$ cat src/rtl/ptmr_pkg.sv
package ptmr_pkg;

    localparam int DATA_W    = 32;
    localparam int ADDR_W    = 5;
    localparam int PRESC_W   = 8;
    localparam int PRESC_LSB = 8;
    localparam int WSEL_W    = ADDR_W - 2;

    localparam logic [WSEL_W-1:0] W_LOAD  = 3'd0;
    localparam logic [WSEL_W-1:0] W_COUNT = 3'd1;
    localparam logic [WSEL_W-1:0] W_CTRL  = 3'd2;
    localparam logic [WSEL_W-1:0] W_STAT  = 3'd3;

    typedef struct packed {
        logic [PRESC_W-1:0] presc;
        logic               irq_en;
        logic               reload;
        logic               enable;
    } ctrl_t;

    typedef struct packed {
        logic load;
        logic count;
        logic ctrl;
        logic stat;
    } wr_dec_t;

    function automatic ctrl_t ctrl_unpack(input logic [DATA_W-1:0] w);
        ctrl_t c;
        c.enable = w[0];
        c.reload = w[1];
        c.irq_en = w[2];
        c.presc  = w[PRESC_LSB +: PRESC_W];
        return c;
    endfunction

    function automatic logic [DATA_W-1:0] ctrl_pack(input ctrl_t c);
        logic [DATA_W-1:0] w;
        w = '0;
        w[0] = c.enable;
        w[1] = c.reload;
        w[2] = c.irq_en;
        w[PRESC_LSB +: PRESC_W] = c.presc;
        return w;
    endfunction

endpackage

$ cat src/rtl/ptmr_prescaler.sv
module ptmr_prescaler #(
    parameter int W = ptmr_pkg::PRESC_W
) (
    input  logic         clk,
    input  logic         rst,
    input  logic         run,
    input  logic         restart,
    input  logic [W-1:0] div,
    output logic         tick
);
    logic [W-1:0] phase_q;

    // >= keeps the divider safe if P is lowered mid-period
    assign tick = run && !restart && (phase_q >= div);

    always_ff @(posedge clk) begin
        if (rst || restart || !run) begin
            phase_q <= '0;
        end else if (tick) begin
            phase_q <= '0;
        end else begin
            phase_q <= phase_q + 1'b1;
        end
    end

    // with a nonzero divider, two ticks never come back to back
    assert_tick_spacing_R3: assert property (@(posedge clk) disable iff (rst)
        (tick && div != '0) |=> (!tick || div == '0));

    // a restart always clears the phase
    assert_restart_phase_R3: assert property (@(posedge clk) disable iff (rst)
        restart |=> (phase_q == '0));

endmodule

$ cat src/rtl/ptmr_down_counter.sv
module ptmr_down_counter #(
    parameter int W = ptmr_pkg::DATA_W
) (
    input  logic         clk,
    input  logic         rst,
    input  logic         tick,
    input  logic         wr_val,
    input  logic [W-1:0] wr_data,
    input  logic         start_reload,
    input  logic         auto_reload,
    input  logic [W-1:0] load_val,
    output logic [W-1:0] count,
    output logic         expire
);
    localparam logic [W-1:0] ONE = W'(1);

    logic [W-1:0] count_q;

    assign count  = count_q;
    assign expire = tick && (count_q == ONE);

    always_ff @(posedge clk) begin
        if (rst) begin
            count_q <= '0;
        end else if (wr_val) begin
            count_q <= wr_data;
        end else if (start_reload) begin
            count_q <= load_val;
        end else if (expire) begin
            count_q <= auto_reload ? load_val : '0;
        end else if (tick) begin
            count_q <= count_q - ONE;
        end
    end

    // an idle (zero) counter receives no ticks
    assert_idle_no_tick_R6: assert property (@(posedge clk) disable iff (rst)
        (count_q == '0) |-> !tick);

    // one-shot expiry parks the counter at zero
    assert_oneshot_park_R6: assert property (@(posedge clk) disable iff (rst)
        (expire && !auto_reload && !wr_val && !start_reload) |=> (count_q == '0));

    // auto-reload expiry copies the load word
    assert_reload_value_R7: assert property (@(posedge clk) disable iff (rst)
        (expire && auto_reload && !wr_val && !start_reload)
        |=> (count_q == $past(load_val)));

    // an ordinary tick steps down by exactly one
    assert_step_one_R3: assert property (@(posedge clk) disable iff (rst)
        (tick && count_q > ONE && !wr_val && !start_reload)
        |=> (count_q == $past(count_q) - ONE));

endmodule

$ cat src/rtl/ptmr_event_flag.sv
module ptmr_event_flag (
    input  logic clk,
    input  logic rst,
    input  logic set,
    input  logic clr_wr,
    input  logic clr_bit,
    input  logic irq_en,
    output logic flag,
    output logic irq
);
    logic flag_q;

    assign flag = flag_q;
    assign irq  = flag_q && irq_en;

    always_ff @(posedge clk) begin
        if (rst) begin
            flag_q <= 1'b0;
        end else if (set) begin
            flag_q <= 1'b1;
        end else if (clr_wr && clr_bit) begin
            flag_q <= 1'b0;
        end
    end

    // an expiry always leaves the flag set, even against a clear
    assert_set_wins_R12: assert property (@(posedge clk) disable iff (rst)
        set |=> flag_q);

    // a write of one clears the flag when nothing sets it
    assert_w1c_clear_R9: assert property (@(posedge clk) disable iff (rst)
        (clr_wr && clr_bit && !set) |=> !flag_q);

    // without a set or a one-write, the flag holds
    assert_w1c_hold_R9: assert property (@(posedge clk) disable iff (rst)
        (!set && !(clr_wr && clr_bit)) |=> (flag_q == $past(flag_q)));

endmodule

$ cat src/rtl/ptmr_top.sv
module ptmr_top
    import ptmr_pkg::*;
#(
    parameter int AW = ADDR_W,
    parameter int DW = DATA_W
) (
    input  logic          clk,
    input  logic          rst,
    input  logic [AW-1:0] addr,
    input  logic          wr_en,
    input  logic [DW-1:0] wr_data,
    output logic [DW-1:0] rd_data,
    output logic          irq
);
    localparam int SW = AW - 2;

    logic [SW-1:0] wsel;
    logic          unused_byte_lanes;
    wr_dec_t       wr;
    ctrl_t         ctrl_q;
    ctrl_t         ctrl_new;
    logic [DW-1:0] load_q;
    logic [DW-1:0] count;
    logic          running;
    logic          start;
    logic          start_reload;
    logic          wr_val;
    logic          restart;
    logic          tick;
    logic          expire;
    logic          flag;

    assign wsel              = addr[AW-1:2];
    assign unused_byte_lanes = ^addr[1:0];

    assign wr.load  = wr_en && (wsel == W_LOAD);
    assign wr.count = wr_en && (wsel == W_COUNT);
    assign wr.ctrl  = wr_en && (wsel == W_CTRL);
    assign wr.stat  = wr_en && (wsel == W_STAT);

    assign ctrl_new = ctrl_unpack(wr_data);
    assign running  = ctrl_q.enable && (count != '0);

    // start only when not already running
    assign start        = wr.ctrl && ctrl_new.enable && !running;
    assign start_reload = start && ctrl_new.reload;
    assign wr_val       = wr.load || wr.count;
    assign restart      = wr_val || start;

    always_ff @(posedge clk) begin
        if (rst) begin
            load_q <= '0;
            ctrl_q <= '0;
        end else begin
            if (wr.load) begin
                load_q <= wr_data;
            end
            if (wr.ctrl) begin
                ctrl_q <= ctrl_new;
            end
        end
    end

    ptmr_prescaler #(.W(PRESC_W)) u_presc (
        .clk     (clk),
        .rst     (rst),
        .run     (running),
        .restart (restart),
        .div     (ctrl_q.presc),
        .tick    (tick)
    );

    ptmr_down_counter #(.W(DW)) u_cnt (
        .clk          (clk),
        .rst          (rst),
        .tick         (tick),
        .wr_val       (wr_val),
        .wr_data      (wr_data),
        .start_reload (start_reload),
        .auto_reload  (ctrl_q.reload),
        .load_val     (load_q),
        .count        (count),
        .expire       (expire)
    );

    ptmr_event_flag u_flag (
        .clk     (clk),
        .rst     (rst),
        .set     (expire),
        .clr_wr  (wr.stat),
        .clr_bit (wr_data[0]),
        .irq_en  (ctrl_q.irq_en),
        .flag    (flag),
        .irq     (irq)
    );

    always_comb begin
        rd_data = '0;
        case (wsel)
            W_LOAD:  rd_data = load_q;
            W_COUNT: rd_data = ctrl_q.enable ? count : '0;
            W_CTRL:  rd_data = ctrl_pack(ctrl_q);
            W_STAT:  rd_data = {{(DW-1){1'b0}}, flag};
            default: rd_data = '0;
        endcase
    end

    // a load write lands in both the load word and the counter
    assert_load_both_R4: assert property (@(posedge clk) disable iff (rst)
        wr.load |=> (load_q == $past(wr_data) && count == $past(wr_data)));

    // a counter write leaves the load word alone
    assert_count_only_R5: assert property (@(posedge clk) disable iff (rst)
        wr.count |=> (load_q == $past(load_q)));

    // re-enabling a running timer only lets the normal step happen
    assert_rearm_ignored_R10: assert property (@(posedge clk) disable iff (rst)
        (wr.ctrl && wr_data[0] && ctrl_q.enable && count > 1)
        |=> (count == $past(count) || count == $past(count) - 1));

    // words 4..7 never disturb the stored words
    assert_hole_write_R2: assert property (@(posedge clk) disable iff (rst)
        (wr_en && wsel[SW-1]) |=> (load_q == $past(load_q) && ctrl_q == $past(ctrl_q)));

endmodule

$ cat config.mk
export PLATFORM = sky130hd
export DESIGN_NAME = ptmr_top
export DESIGN_NICKNAME = d
export VERILOG_FILES = /design/src/rtl/ptmr_pkg.sv /design/src/rtl/ptmr_prescaler.sv /design/src/rtl/ptmr_down_counter.sv /design/src/rtl/ptmr_event_flag.sv /design/src/rtl/ptmr_top.sv
export SDC_FILE = /design/constraint.sdc
export NUM_CORES = 1
export LEC_CHECK = 0
export BUFFER_PORTS_ARGS = -buffer_cell sky130_fd_sc_hd__buf_4
export CAP_MARGIN = 20
export CORE_ASPECT_RATIO = 0.8
export CORE_MARGIN = 4
export CORE_UTILIZATION = 58
export CTS_CLUSTER_SIZE = 30
export DETAILED_ROUTE_END_ITERATION = 12
export PLACE_DENSITY = 0.83
export SLEW_MARGIN = 10
export SYNTH_ARGS = -nofsm -noshare
export SYNTH_HDL_FRONTEND = slang
export SYNTH_HIERARCHICAL = 1
export SYNTH_SLANG_ARGS = --single-unit
$ cat constraint.sdc
create_clock -name clk -period 3.89 [get_ports clk]
set_clock_uncertainty 0.15 [all_clocks]
set_input_delay 0.389 -clock clk [delete_from_list [all_inputs] [get_ports clk]]
set_output_delay 0.389 -clock clk [all_outputs]
set_load 0.01 [all_outputs]
# ---- Word-level counts from Yosys, hierarchy flattened
# Index checks and enable logic that the tools add are counted.
dict set report totals {
  inputBits 40
  out_inout_bits 33
  reg_bits 84
}
dict set report op_classes {
  n_reduce_logical 24
  n_addsub 2
  muxes 9
  eq_ne 4
  order_cmp 1
}
# cell count
set ops {}
lappend ops {{2-to-1 mux 32 bit} 6}
lappend ops {{case mux 32 bit (4 select lines)} 1}
lappend ops {{equality test 32 x 1 -> 1 bit (second input constant)} 1}
lappend ops {{nonzero test 32 bit} 1}
lappend ops {{subtractor 32 x 1 -> 32 bit (second input constant)} 1}
lappend ops {{logical AND 1 bit} 13}
lappend ops {{adder 8 x 1 -> 8 bit (second input constant)} 1}
lappend ops {{greater-or-equal comparator 8 bit} 1}
lappend ops {{equality test 3 x 2 -> 1 bit (second input constant)} 2}
lappend ops {{logical OR 1 bit} 4}
lappend ops {{nonzero test 4 bit} 1}
lappend ops {{equality test 3 x 1 -> 1 bit (second input constant)} 1}
lappend ops {{logical NOT 3 bit} 1}
lappend ops {{logical NOT 1 bit} 2}
lappend ops {{2-to-1 mux 1 bit} 2}
lappend ops {{nonzero test 2 bit} 1}
lappend ops {{OR reduction 2 bit} 1}

# ---- Depth between registers and ports, before layout
# Gate-level depths: netlist (run 1).
dict set report logic_depth {
  ltp_word 12
  depth_mapped 14
  ltp_nobuf 11
}

# ---- Hierarchy
# The synthesis (run 1) kept the hierarchy.
# module n_inst cells_each area_per_inst_um2 seq_area_each_um2
set by_module_without_submodules {}
lappend by_module_without_submodules {ptmr_down_counter 1 346 2536.2 640.6}
lappend by_module_without_submodules {ptmr_top 1 265 2009.4 860.8}
lappend by_module_without_submodules {ptmr_prescaler 1 61 534.3 160.2}
lappend by_module_without_submodules {ptmr_event_flag 1 5 48.8 20.0}

# ---- Worst setup path after synthesis (run 1)
# Ideal clock, no wire load.
dict set report synth_path {
  path_kind {register -> register}
  startpoint {reg u_cnt.count_q[5] (netlist: u_cnt/count[5])}
  endpoint {reg u_cnt.count_q[14] (netlist: u_cnt/count[14])}
  t_arrival_ns 2.590
  t_required_ns 3.618
  setup_slack_ns 1.028
  period_less_slack_ns 2.862
  path_stages_with_launch 14
  path_buffers 4
  cell_sequence {dfxtp_1 > nor4_1 > nand4_1 > o21a_1 > o21bai_1 > nor3b_1 > clkbuf_1 > or2_2 > clkbuf_1 > nand2_1 > nor2b_1 > buf_4 > buf_6 > a221o_1}
}
dict set report synth_via {
  elab_chain_len 12
}
# item line
set synth_rtl {}
lappend synth_rtl {{from (decl)} ptmr_down_counter.sv:17} ;# logic [W-1:0] count_q;
lappend synth_rtl {{from (signal assigned)} ptmr_down_counter.sv:26} ;# count_q <= wr_data;
lappend synth_rtl {{from (signal assigned)} ptmr_down_counter.sv:28} ;# count_q <= load_val;
lappend synth_rtl {{from (signal assigned)} ptmr_down_counter.sv:30} ;# count_q <= auto_reload ? load_val : '0;
lappend synth_rtl {{nonzero test 32 bit *} ptmr_top.sv:42} ;# assign running = ctrl_q.enable && (count != '0);
lappend synth_rtl {{logical AND 1 bit *} ptmr_top.sv:42}
lappend synth_rtl {{named net running} ptmr_top.sv:24} ;# logic running;
lappend synth_rtl {{logical NOT 1 bit *} ptmr_top.sv:45} ;# assign start = wr.ctrl && ctrl_new.enable && !running;
lappend synth_rtl {{logical AND 1 bit *} ptmr_top.sv:45}
lappend synth_rtl {{logical OR 1 bit *} ptmr_top.sv:48} ;# assign restart = wr_val || start;
lappend synth_rtl {{named net restart} ptmr_top.sv:28} ;# logic restart;
lappend synth_rtl {{logical NOT 1 bit *} ptmr_prescaler.sv:14} ;# assign tick = run && !restart && (phase_q >= div);
lappend synth_rtl {{logical AND 1 bit * (2 in a row)} ptmr_prescaler.sv:14}
lappend synth_rtl {{named net tick} ptmr_top.sv:29} ;# logic tick;
lappend synth_rtl {{logical AND 1 bit} ptmr_down_counter.sv:20} ;# assign expire = tick && (count_q == ONE);
lappend synth_rtl {{2-to-1 mux 32 bit} ptmr_down_counter.sv:29} ;# end else if (expire) begin
lappend synth_rtl {{2-to-1 mux 32 bit} ptmr_down_counter.sv:27} ;# end else if (start_reload) begin
lappend synth_rtl {{2-to-1 mux 32 bit} ptmr_down_counter.sv:25} ;# end else if (wr_val) begin
# The timed path passes the listed nets; every way through them passes the cells marked *. The select of a mux whose other input is x is not followed.
# A chain may end at the register's enable or synchronous reset.

# ---- Worst setup path after layout (run 1)
dict set report layout_path {
  startpoint {reg u_cnt.count_q[0] (netlist: u_cnt/count[0])}
  endpoint {reg u_cnt.count_q[30] (netlist: u_cnt/count[30])}
}
dict set report layout_via {
  elab_chain_len 12
}
# item
set layout_rtl {}
lappend layout_rtl {{branches (longest 12 deep; another with subtractor 32 x 1 -> 32 bit)}}
# Several ways; the timed one is not identified. The select of a mux whose other input is x is not followed.

==> impl_metrics.yaml, run 1 <==
global_route:
  gr-usage-all-layers_pct: 31.7
  antenna_found_initial: 0
  grt_pass1_wl_mm: 27.0
  overflow: 0
  grt_pass1_vias: 5431
  grt_max_degree: 51
clock_network:
  root_buffer: "clkbuf_8"
  clk_pin_slew_worst_paths_ns: 0.09
  holdBufCountCts: 0
  cts.sinks: 84
  ctsResizeCount: 0
  numCtsBuffers: 9
  clk_latency_ns: 0.37
  cts_max_level: 3
  post_cts.repair.setup_buffers: 0
  cts_tree: "built"
  clock_path_buffers: 2
power:
  power.density_mw_per_mm2: 352
  p_leak_nw: 2.45
  ir_drop_mv: 0.296
logic_synthesis:
  yosys-top-cells-area: "dfxtp_1, nand2_1, a21oi_1"
  syn_area_per_cell_um2: 7.58
  async_reset_ff_share_pct: 0
  synth.most_common_cell: "nand2_1"
  synth_edf_count: 0
  yosysWarnings: 6
  ys_ff_latch: 84
  synth.top_cell.area_share_pct: 32.8
  ys_types: 64
  synthFlopType: "dfxtp_1"
  synth_commonest_cells: "nand2_1, dfxtp_1, a21oi_1, inv_1, nor2_1"
  yosysTopAreaCell: "dfxtp_1"
  ys_seq_area_share_pct: 32.8
  synthesis.area_mm2: 0.00513
  syn-instance-count: 677
  synthesis.nets: 728
final_layout:
  layout-drive-gt1-share_pct: 17.7
  num_antenna_cells: 0
  seq_area_mm2: 0.00168
  nets: 787
  syn2layout_area_growth_pct: 16.7
  fill_cells: 724
  multi_input_area_mm2: 0.00312
timing:
  max_slew.worst_pin.slew_ns: 0.903
  grt_setup_unrepaired: "false"
  holdWs_ns: 0.107
  fmax_mhz: 300
  finalSetupViolations: 0
  max_slew_margin_pct: 39.7
  post-route-min-period_ns: 3.33
  drv_slew: 0
  fin_setup_tns_ns: 0
  fin_crit_sh_pct: 85.6
  hold_viol: 0
setup_path:
  worstPathArrival_ns: 3.44
  required_ns: 4.01
  worst_path_largest_cell_delay_ns: 0.75
  cp-start-kind: "flop"
  critPathBufInv: 1
  path_class: "flop to flop"
  crit_chain: "inv_1 -> ha_1 -> nor3b_1 -> nand3_1 -> nor4_1 -> xor2_1 -> a221o_1"
  cp_max_fo: 9
  crit_slowest_cell: "nor3b_1"
  endpoint_kind: "flop"
  crit_family: "simple AND/OR/NAND/NOR gates"
drt:
  vias: 5610
  wirelength_mm: 16.4
  drt-vias-per-instance: 6.58
  wl_met1_mm: 7.01
  drt_iter0_drc: 772
  wl_met3_mm: 1.83
  ant_nets: 0
  route.detailed.drc: 0
  met2_length_mm: 7.20
  drtPass1Iterations: 7
  topRoutingLayerUsed: "met4"
  avgRoutedWirePerCell_um: 19.2
floorplan:
  fp.dieW_um: 113
  fp.dieH_um: 92.1
  core_mm2: 0.00856
  initial_utilization_pct: 59.9
  fp-row-count: 30
  dieArea_mm2: 0.0104
  ioPinCount: 73
placed_design:
  place_hpwl_mm: 11.7
  io_buffers: 70
  place_congestion: 0.990
outcome:
  status: "finished, final reports clean"
min_path:
  min_path_type: "primary input to flop"
run:
  cap_violations: 0
[area by class of cell]
| cell class | instances | area share, % |
|---|---|---|
| clock buffer | 11 | 2.53 |
| clock inverter | 5 | 1.00 |
| inverter | 35 | 2.19 |
| multi-input combinational | 512 | 52.1 |
| sequential | 84 | 28.1 |
| tap | 112 | 2.34 |
| timing repair buffer | 94 | 11.8 |
[power breakdown]
| group | switching, W | total [W] | internal [W] |
|---|---|---|---|
| clock network | 0.000349 | 0.000682 | 0.000333 |
| registers | 0.0000555 | 0.000945 | 0.000889 |
| logic | 0.000293 | 0.000479 | 0.000186 |
| total | 0.000698 | 0.00211 | 0.00141 |
[worst register-to-register path, cell delays in order, from the launching register on]
cell	delay, ns
dfxtp_1	0.41
inv_1	0.13
ha_1	0.19
nor3b_1	0.75
nand3_1	0.47
nor4_1	0.64
xor2_1	0.13
a221o_1	0.35
[cell families (layout without fill, tap and decap cells)]
group	count (synthesis)	count (layout)	share of synthesized area, %
xor gates and xnor gates	24	24	4.10
and+or+nand+nor	285	285	26.9
AOI/OAI and AO/OA	191	191	26.8
DFF	84	84	32.8
muxes	1	1	0.195
adders and majority gates	11	11	2.68
buffers and inverters	81	145	6.59
[metal layers]
metal / vias to the layer above / track usage, %
met4: 0 / 11.0
met1: 2632 / 44.0
met5: - / 0
met3: 45 / 6.33
met2: 357 / 48.9
li1: 2576 / -
[worst paths after layout]
check | start | to | slack, ns | cells past startpoint
setup / recovery | u_cnt/count[0] | u_cnt/count[30] | 0.56 | 7
hold reg to reg | ctrl_q[10] | ctrl_q[10] | 0.33 | 2
setup reg to reg | u_cnt/count[0] | u_cnt/count[30] | 0.56 | 7
hold / removal | wr_data[0] | u_flag/flag | 0.11 | 2
[cells in the final DEF, fill, tap and decap left out, types with 11 or more instances in the layout]
cell,n
a21oi_1,75
a221o_1,16
a22o_1,21
buf_4,94
clkbuf_8,11
dfxtp_1,84
ha_1,11
inv_1,34
nand2_1,139
nand3_1,26
nor2_1,33
nor3_1,12
nor4_1,18
xor2_1,17
[flip-flops by register name, summed over array words and instances (netlist names)]
register and flops:
u_presc/phase_q 8, u_flag/flag 1, ctrl_q 11, load_q 32, u_cnt/count 32
[metrics by stage]
stage                     cell area, um^2  utilization (%)  total power, W  instances  setup WS, ns
final                                5990             70.0         0.00211        853         0.561
after global routing                 5990             70.0         0.00219        853         0.558
after CTS                            5990             70.0         0.00209        853         0.748
after floorplan                      5130                -         0.00127        677          1.03
after global placement               5780             67.5         0.00141        837         0.851
after detailed placement             5780             67.5         0.00142        837         0.743
Power figures use the tool's default switching activity.
==> run 2, diff against run 1 <==
Settings changed: CORE_UTILIZATION 58 to 60, CTS_BUF_LIST from default to sky130_fd_sc_hd__clkbuf_2, PLACE_DENSITY 0.83 to 0.85.
==> run 2 against run 1 <==
Against the previous run: first-iteration DRC count shrank 3.8%; global-route usage grew 1.7 points; wire length increased by 3.9%; largest cell class unchanged; maximum frequency decreased by 1.9%; clock-buffer cell count decreased by 1; via count up 4.0%; sequential share of layout area is 1.1 points lower; critical path type unchanged; setup slack worse by 0.066 ns; register-to-register slack worse by 0.07 ns; final area grew 4.2%.
==> impl_metrics.yaml, run 2 (synthesis results as in run 1) <==
global_route:
  grt_pass1_wl_mm: 27.9
  grt_pass1_vias: 5568
  overflow: 0
  grt_max_degree: 51
  grtUsageMet2_pct: 50.9
  met3_usage_pct: 7.50
  antenna_found_initial: 0
  gr-usage-met1_pct: 45.4
  busiest_layer: "met2"
  gr-usage-all-layers_pct: 33.3
floorplan:
  fp.dieH_um: 90.7
  initial_utilization_pct: 63.1
  ioPinCount: 73
  dieArea_mm2: 0.0101
  fp-row-count: 29
  fp.dieW_um: 111
  core_mm2: 0.00813
clock_network:
  cts_max_level: 3
  clk_pin_slew_worst_paths_ns: 0.25
  numCtsBuffers: 9
  root_buffer: "clkbuf_2"
  cts_tree: "built"
  cts.sinks: 84
  clk_latency_ns: 0.58
  clock_path_buffers: 2
setup_path:
  r2r-end: "u_cnt/count[8]"
  cp_max_fo: 9
  reg2reg_depth: 10
  crit_end: "u_cnt/count[8]"
  cp-start-kind: "flop"
  required_ns: 4.22
  path_class: "flop to flop"
  endpoint_kind: "flop"
  crit_start: "u_cnt/count[5]"
  timing.rr.start: "u_cnt/count[5]"
  worstPathArrival_ns: 3.72
  rrSetupSlack_ns: 0.50
drt:
  ant_nets: 0
  wirelength_mm: 17.0
  drt_iter0_drc: 743
  vias: 5834
  drt-vias-per-instance: 6.59
  avgRoutedWirePerCell_um: 19.2
  route.detailed.drc: 0
  drtPass1Iterations: 6
final_layout:
  layout-drive-gt1-share_pct: 17.4
  multi_input_area_mm2: 0.00312
  num_antenna_cells: 0
  seq_area_mm2: 0.00168
  syn2layout_area_growth_pct: 21.6
  fin_cells: 885
  final_common_cell: "nand2_1"
  fill_cells: 600
  final_cell_mix: "nand2_1, buf_4, dfxtp_1"
  design_area_mm2: 0.00624
  nets: 823
placed_design:
  place_ws_ns: 0.692
  place_congestion: 0.979
  place_hpwl_mm: 11.6
  io_buffers: 70
  placedCellCount: 837
  post_dp_cell_area_mm2: 0.00580
timing:
  finalSetupViolations: 0
  fin_crit_sh_pct: 87.3
  max_slew.worst_pin.slew_ns: 1.05
  drv_slew: 0
  finalWorstSetupSlack_ns: 0.496
  holdWs_ns: 0.104
  post-route-min-period_ns: 3.39
  max_slew_margin_pct: 30.2
  hold_viol: 0
  grt_setup_unrepaired: "false"
  fin_setup_tns_ns: 0
  fmax_mhz: 295
power:
  power.density_mw_per_mm2: 311
  ir_drop_mv: 0.294
  p_leak_nw: 2.57
min_path:
  min_path_type: "primary input to flop"
outcome:
  status: "finished, final reports clean"
run:
  cap_violations: 0
-- run 2: how the worst min path moves through the flow --
stage               start     endpoint  slack (ns)  depth (start not counted)
2_1_floorplan   ctrl_q[2]    ctrl_q[2]        0.29                          2
3_3_place_gp   load_q[12]   load_q[12]        0.31                          2
3_5_place_dp    load_q[1]    load_q[1]        0.32                          2
4_1_cts             wr_en  u_flag/flag        0.08                          3
5_1_grt             wr_en  u_flag/flag        0.08                          3
6_report              rst   load_q[27]        0.10                          2
-- run 2: metrics by stage --
step                      util, %  power [W]
final                        76.7    0.00194
after global routing         76.7    0.00203
after CTS                    76.7    0.00192
after detailed placement     71.4    0.00143
after global placement       71.4    0.00141
after floorplan                 -    0.00127
-- run 2: cell type report --
cell class	count	area share (%)
Clock buffer	10	0.803
Clock inverter	6	1.04
Inverter	35	2.11
Multi-Input combinational cell	512	50.0
Sequential cell	84	27.0
Tap cell	108	2.17
Timing Repair Buffer	130	16.9
-- run 2: repair_timing --
action                     CTS  global route
setup endpoints to repair    0             0
hold buffers                32             0
resized for setup            0             0
buffers inserted             0             0
hold endpoints to repair    58             0
-- run 2: critical path: stages (launching register included) --
cell and delay, ns:
dfxtp_1 0.61, nor4_1 0.15, nand4_1 0.14, o21a_1 0.17
o21bai_1 0.12, nor3b_1 0.71, nand3_2 0.23, o41ai_2 0.39
nor2_1 0.11, buf_4 0.20, a221o_1 0.31
-- run 2: power by group --
part,internal (W),switching (W),leakage [nW]
Clock,0.000151,0.000327,0.0719
Combinational,0.000208,0.000307,1.82
Sequential,0.000893,0.0000542,0.681
Total,0.00125,0.000688,2.57
-- run 2: per-layer routing --
metal / up-vias / routed length (um)
li1: 2666 / -
met2: 437 / 7500
met4: 0 / 532
met3: 66 / 1940
met1: 2665 / 7050
met5: - / 0
